## config.mk

```make
export PLATFORM = sky130hd
export DESIGN_NAME = i2c_addr_match
export DESIGN_NICKNAME = d
export VERILOG_FILES = /design/src/rtl/i2c_addr_match_pkg.sv /design/src/rtl/i2c_addr_cmp.sv /design/src/rtl/i2c_match_ctrl.sv /design/src/rtl/i2c_addr_match.sv
export SDC_FILE = /design/constraint.sdc
export NUM_CORES = 1
export LEC_CHECK = 0
export BUFFER_PORTS_ARGS = -buffer_cell sky130_fd_sc_hd__buf_2
export CORE_AREA = 2 2 39 41
export DETAILED_ROUTE_END_ITERATION = 16
export DIE_AREA = 0 0 41 43
export PLACE_DENSITY = 0.7
export RECOVER_POWER = 100
export SYNTH_ARGS = -nofsm -noshare
export SYNTH_HDL_FRONTEND = slang
export SYNTH_SLANG_ARGS = --single-unit
```

## constraint.sdc

```tcl
create_clock -name clk -period 1 [get_ports clk]
set_input_delay 0.2 -clock clk [delete_from_list [all_inputs] [get_ports clk]]
set_output_delay 0.2 -clock clk [all_outputs]
set_load 0.02 [all_outputs]
```

## src/rtl/i2c_addr_match_pkg.sv

```systemverilog
package i2c_addr_match_pkg;
    localparam int unsigned ADDR_W = 7;

    typedef enum logic {
        ST_IDLE = 1'b0,
        ST_SEL  = 1'b1
    } sel_state_e;

    typedef struct packed {
        sel_state_e st;
        logic       match;
        logic       gc;
        logic       rw;
        logic       ack;
        logic       wake;
    } match_regs_t;
endpackage

```

## src/rtl/i2c_addr_cmp.sv

```systemverilog
module i2c_addr_cmp #(
    parameter int unsigned ADDR_W = 7
) (
    input  logic [ADDR_W:0]   addr_byte,
    input  logic [ADDR_W-1:0] own_addr,
    input  logic              gc_enable,
    output logic              own_hit,
    output logic              gc_hit
);
    localparam int unsigned BYTE_W = ADDR_W + 1;

    always_comb begin
        own_hit = (addr_byte[BYTE_W-1:1] == own_addr);
        // general call: all address bits zero and a write direction
        gc_hit  = gc_enable && (addr_byte == '0);
    end
endmodule

```

## src/rtl/i2c_match_ctrl.sv

```systemverilog
module i2c_match_ctrl
    import i2c_addr_match_pkg::*;
(
    input  logic clk,
    input  logic rst_n,
    input  logic strobe,
    input  logic first,
    input  logic own_hit,
    input  logic gc_hit,
    input  logic rw_in,
    input  logic ack_enable,
    input  logic sleep_mode,
    input  logic other_wake,
    output logic match_pulse,
    output logic gen_call,
    output logic rw_bit,
    output logic ack_drive,
    output logic wake_req
);
    match_regs_t r_d, r_q;
    logic        hit_d;
    logic        abort_d;

    always_comb begin
        r_d         = r_q;
        r_d.match   = 1'b0;
        hit_d       = own_hit || gc_hit;
        abort_d     = other_wake && sleep_mode && (r_q.st == ST_SEL);
        if (strobe) begin
            r_d.ack = 1'b0;
        end
        if (strobe && first) begin
            if (hit_d) begin
                r_d.st    = ST_SEL;
                r_d.match = 1'b1;
                r_d.gc    = gc_hit;
                r_d.rw    = rw_in;
                r_d.ack   = ack_enable;
                r_d.wake  = sleep_mode;
            end else begin
                r_d.st   = ST_IDLE;
                r_d.gc   = 1'b0;
                r_d.rw   = 1'b0;
                r_d.wake = 1'b0;
            end
        end
        if (!sleep_mode) begin
            r_d.wake = 1'b0;
        end
        if (abort_d) begin
            r_d = '{st: ST_IDLE, match: 1'b0, gc: 1'b0, rw: 1'b0, ack: 1'b0, wake: 1'b0};
        end
    end

    always_ff @(posedge clk or negedge rst_n) begin
        if (!rst_n) begin
            r_q <= '{st: ST_IDLE, match: 1'b0, gc: 1'b0, rw: 1'b0, ack: 1'b0, wake: 1'b0};
        end else begin
            r_q <= r_d;
        end
    end

    assign match_pulse = r_q.match;
    assign gen_call    = r_q.gc;
    assign rw_bit      = r_q.rw;
    assign ack_drive   = r_q.ack;
    assign wake_req    = r_q.wake;

    // a match needs a first-byte strobe one cycle earlier
    a_r5_match_needs_first: assert property (@(posedge clk) disable iff (!rst_n)
        match_pulse |-> $past(strobe && first));

    // acknowledge only starts when it was enabled at the strobe
    a_r6_ack_needs_enable: assert property (@(posedge clk) disable iff (!rst_n)
        $rose(ack_drive) |-> $past(ack_enable && strobe && first));

    // general call is only reported while selected
    a_r3_gc_while_selected: assert property (@(posedge clk) disable iff (!rst_n)
        gen_call |-> (r_q.st == ST_SEL));

    // a wake request only follows a sleeping cycle
    a_r8_wake_from_sleep: assert property (@(posedge clk) disable iff (!rst_n)
        wake_req |-> $past(sleep_mode));

    // another wake source during a sleeping selection drops the transfer
    a_r9_abort_clears: assert property (@(posedge clk) disable iff (!rst_n)
        (other_wake && sleep_mode && r_q.st == ST_SEL) |=> (!ack_drive && !wake_req && !gen_call && r_q.st == ST_IDLE));

    // any new byte ends the acknowledge
    a_r6_ack_ends: assert property (@(posedge clk) disable iff (!rst_n)
        (strobe && !first) |=> !ack_drive);
endmodule

```

## src/rtl/i2c_addr_match.sv

```systemverilog
module i2c_addr_match
    import i2c_addr_match_pkg::*;
#(
    parameter int unsigned AW = ADDR_W
) (
    input  logic          clk,
    input  logic          rst_n,
    input  logic [AW:0]   rx_byte,
    input  logic          rx_valid,
    input  logic          rx_first,
    input  logic [AW-1:0] own_addr,
    input  logic          gc_enable,
    input  logic          ack_enable,
    input  logic          sleep_mode,
    input  logic          other_wake,
    output logic          match_pulse,
    output logic          gen_call,
    output logic          rw_bit,
    output logic          ack_drive,
    output logic          wake_req
);
    logic own_hit_c;
    logic gc_hit_c;

    i2c_addr_cmp #(.ADDR_W(AW)) u_cmp (
        .addr_byte (rx_byte),
        .own_addr  (own_addr),
        .gc_enable (gc_enable),
        .own_hit   (own_hit_c),
        .gc_hit    (gc_hit_c)
    );

    i2c_match_ctrl u_ctrl (
        .clk         (clk),
        .rst_n       (rst_n),
        .strobe      (rx_valid),
        .first       (rx_first),
        .own_hit     (own_hit_c),
        .gc_hit      (gc_hit_c),
        .rw_in       (rx_byte[0]),
        .ack_enable  (ack_enable),
        .sleep_mode  (sleep_mode),
        .other_wake  (other_wake),
        .match_pulse (match_pulse),
        .gen_call    (gen_call),
        .rw_bit      (rw_bit),
        .ack_drive   (ack_drive),
        .wake_req    (wake_req)
    );
endmodule

```

# After elaboration in Yosys (flattened, before gate mapping)
# Cells that the tools add are included.
[totals] reg_bits=6 out_inout_bits=5 mem_bits_rw=0 mem_bits_ro=0 latchBits=0 n_memories=0
[op_classes] muxes=8 n_addsub=0 shifts=0 magnitude_cmp=0 n_reduce_logical=7 n_eq_ne=2 multipliers=0 bitwise_logic=0 div=0
[ops] op="$mux 6" n=2
[ops] op="$logic_not 8->1" n=1
[ops] op="$eq 7x7->1" n=1
[ops] op="$mux 1" n=5
[ops] op="$logic_and 1x1->1" n=4
[ops] op="$ne 3x1->1 const B" n=1
[ops] op="$mux 2" n=1
[ops] op="$reduce_bool 2->1" n=1
[ops] op="$logic_or 1x1->1" n=1

# Longest topological paths before layout
[depth] word_depth=7 depth_mapped=4 mapped_depth_nobuf=4

# Modules after synthesis
# From an unflattened synthesis, not the netlist that was laid out.
[hier_totals] cells_unflattened=38 area_unflattened_um2=406.6
[modules_own_cells] mod="i2c_match_ctrl" instances=1 area_per_inst_um2=306.5 cells_per_inst=26
[modules_own_cells] mod="i2c_addr_cmp" instances=1 area_per_inst_um2=100.1 cells_per_inst=12

# Worst setup path after synthesis
# No wires, ideal clock.
[synth_timing] kind="reg-to-reg" from="register u_ctrl.r_q[5] in the netlist's numbering" to="register u_ctrl.r_q (netlist bit u_ctrl.wake_req)" path_slack_ns=-0.073 required_time_ns=0.923 setup_time_ns=0.077 arrival_time_ns=0.996 n_path_buf=0 path_stages_with_launch=5 path_cell_list="dfrtp_1 -> a32oi_1 -> and2_1 -> o21ai_1 -> a21oi_1"
[synth_between] elab_chain_len=2 word_cells_on_any_way=3 cone_classes="1 x eq/ne; 1 x mux; 1 x reduce/logical"
[synth_rtl] item="start: declaration" line_no="i2c_match_ctrl.sv:20" source="match_regs_t r_d, r_q;"
[synth_rtl] item="start signal: assignment" line_no="i2c_match_ctrl.sv:57" source="r_q <= '{st: ST_IDLE, match: 1'b0, gc: 1'b0, rw: 1'b0, ack: 1'b0, wake: 1'b0};"
[synth_rtl] item="start signal: assignment" line_no="i2c_match_ctrl.sv:59" source="r_q <= r_d;"
[synth_rtl] item="$logic_and 1x1->1 *" line_no="i2c_match_ctrl.sv:28" source="abort_d = other_wake && sleep_mode && (r_q.st == ST_SEL);"
[synth_rtl] item="$ne 3x1->1 (no source line) or $mux 6 (tied branches)"
# Mark *: on every way between the ends. The rest lies on a longest branch, timed or not.
# A chain may end at the register's enable or synchronous reset.

# Worst setup path in the final report
# Same ends and word-level chain as after synthesis.

==> impl_results.md <==
- Outcome: finished with violations
- Failing checks: negative setup slack
- Most frequent cells in the layout: 23 x buf_2, 8 x nand2_1, 7 x xor2_1
- Area contributors post-synth: dfrtp_1 38%, xor2_1 16%, nand2_1 7.7%, nor4_4 5.4%, nor3_4 4.2%
- Layout cells sized above 1: 53.9%
- Fin crit period: approximately 1100 ps
- Vias per cell: ~5
- Slew headroom: 77.3%
- Startpoint types: register
- Post-route insts no fill: slightly above 90
- Gate Count Post-Synth: 42
- Final wirelength: 1070 microns
- Cell Area, Placed: approximately 600 sq um
- Starting Density: between 20% and 30%
- Peak supply drop: approximately 430 uV
- Top FF cell, synth: dfrtp_1
- Ports: 28
- Fmax: about 0.94 GHz
- Placed cells: 88
- Fin area: 654 sq um
- CTS buffer count: 3
- Routed len/inst: 11.6 microns
- Final worst slack: -62.5 ps
- Die area: 0.00176 sq mm
- Least-Margin Pin Slew: 340 ps
- Tot GR Track Use: 13.6%
- First-pass GRT wire length: 1660 microns
- Die Y: 43 microns
- CTS tree: done
- Final Skew: ~5.6 ps
- Tcrit/Tclk final: 106%
- PwrDens: 938 mW/mm^2
- Unrepaired setup endpoints after global routing: true
- Leakage: 0.310 nW
- Clk slew on worst S/H paths: 50 ps
- Post-Syn Nets: 65
- Largest net degree at the start of global routing: 8
- Count of final setup violators: 2
- CTS Sinks: 6
- Path type of the worst min-delay path: primary input to register
- Longest Clk Path Bufs: 2
- Remaining Overflow, GRT: 0
- Final net count: 101
- Iter 0 DRT Violations: 0
- Synth warn: 0
- CP max FO: 4
- H-Tree Level Count: 1
- Post-synth EDFFs: 0
- DP HPWL: 892 microns
- Port bufs: 27
- Syn-to-layout area delta: 67.1%
- Vias in the first global route: 438
- Skew-Pair Late Insertion Delay: 240 ps
- Die Wd: about 41 microns
- Async set-reset flop share out of synthesis: 100%
- Hold WS: 214 ps
- Final RePlAce weighted congestion: 0.668
- Tot Pwr: 614 uW
- CORE AREA: 0.00138 sq mm
- Post-synthesis cell type count: 19
- Synth area leader: dfrtp_1
- Sequential area share after synthesis: 38.3%
- Final Hold Vio Count: 0
- Worst EP arrival: 1230 ps
- Antenna diode instance count: 0
- Syn avg cell area: ~9.3 sq um
- DR vias: 458
- DR pass1 iterations: 1
- #FFs+latches synth: 6
- Most common cell after layout, fill and taps aside: buf_2
- Initial antenna violation count: 0
- Row count: 14
- Kind of critical path: register to register
- # fillers: 141
- Routed Antenna Nets: 0
- CP Capture Type: register
- CTS Root Buffer Type: clkbuf_4
- Setup tns final: -68.1 ps
- Worst Path Required: roughly 1200 ps
- Synthesized area: 392 sq um
- Post-CTS Setup Bufs: 0
- DR DRC count: 0
- Final slew viol count: 0
- Max-cap violation count: 0
- Synth top area share: a little under two fifths
==> logic make-up (layout without fill, tap and decap cells) <==
family	Yosys count	count (layout)	synth area share, %
AOI/OAI and AO/OA	9	9	14.1
buffers and inverters	1	35	0.958
xor gates and xnor gates	7	7	15.7
and+or+nand+nor	19	19	31.0
DFF	6	6	38.3
==> path summary, 6_finish.rpt <==
| check | startpoint | to | slack [ps] | depth (start not counted) |
|---|---|---|---|---|
| worst max register to register | u_ctrl.r_q[5]$_DFFE_PN0P_ | u_ctrl.wake_req$_DFFE_PN0P_ | -60 | 4 |
| min in group asynchronous | rst_n | u_ctrl.match_pulse$_DFF_PN0_ | 360 | 2 |
| worst max-delay path | u_ctrl.r_q[5]$_DFFE_PN0P_ | u_ctrl.wake_req$_DFFE_PN0P_ | -60 | 4 |
| worst min register to register | u_ctrl.rw_bit$_DFFE_PN0P_ | u_ctrl.rw_bit$_DFFE_PN0P_ | 490 | 2 |
| max in group asynchronous | rst_n | u_ctrl.r_q[5]$_DFFE_PN0P_ | 360 | 2 |
| worst min-delay path | rx_byte[0] | u_ctrl.rw_bit$_DFFE_PN0P_ | 210 | 3 |
==> critical path: stages, from the launching register on <==
cell and delay [ps]:
dfrtp_2 430, a32oi_2 200, and2_1 180, o21ai_1 70, a21oi_1 120
==> final cells by class <==
cell class	instances	area [sq um]	share of cell area (%)
multi-input cells	35	274	41.9
repair buffers	31	183	27.9
flip-flops and latches	6	151	23.1
clock buffers	3	22.5	3.44
well taps	16	20.0	3.06
inverters	1	3.75	0.574
==> metal layers <==
metal,global-route usage [%],up-vias,wire (microns)
li1,-,222,-
met1,14.7,208,378
met2,23.4,28,579
met3,3.14,0,110
met4,6.00,0,0
met5,0,-,0
==> power breakdown <==
part / switching (mW) / internal [mW]
sequential: 0.00144 / 0.245
combinational: 0.0767 / 0.0697
clock: 0.0853 / 0.136
==> sequential cells by signal, summed over array words and instances, names as in the netlist <==
register,cells
u_ctrl.ack_drive,1
u_ctrl.wake_req,1
u_ctrl.rw_bit,1
u_ctrl.match_pulse,1
u_ctrl.r_q,1
u_ctrl.gen_call,1
==> synth_stat cells (2+ instances only) <==
cell     instances
nand2_1          8
xor2_1           7
dfrtp_1          6
o21ai_1          3
a21oi_1          2
a31oi_1          2
nand3_1          2
==> per-stage QoR <==
stage	utilization [%]	worst slack (ps)
2_1_floorplan	-	-14.5
3_3_place_gp	42.1	-155
3_5_place_dp	42.1	-173
4_1_cts	44.5	-73.1
5_1_grt	47.3	-115
6_report	47.3	-62.5
==> timing repair <==
item,4_1_cts,5_1_grt
hold endpoints to repair,6,0
pin swaps,2,1
endpoints found under the setup margin,6,8
hold buffers,1,0
resized for setup,0,9
No activity file was read; power rests on OpenSTA's default activity.
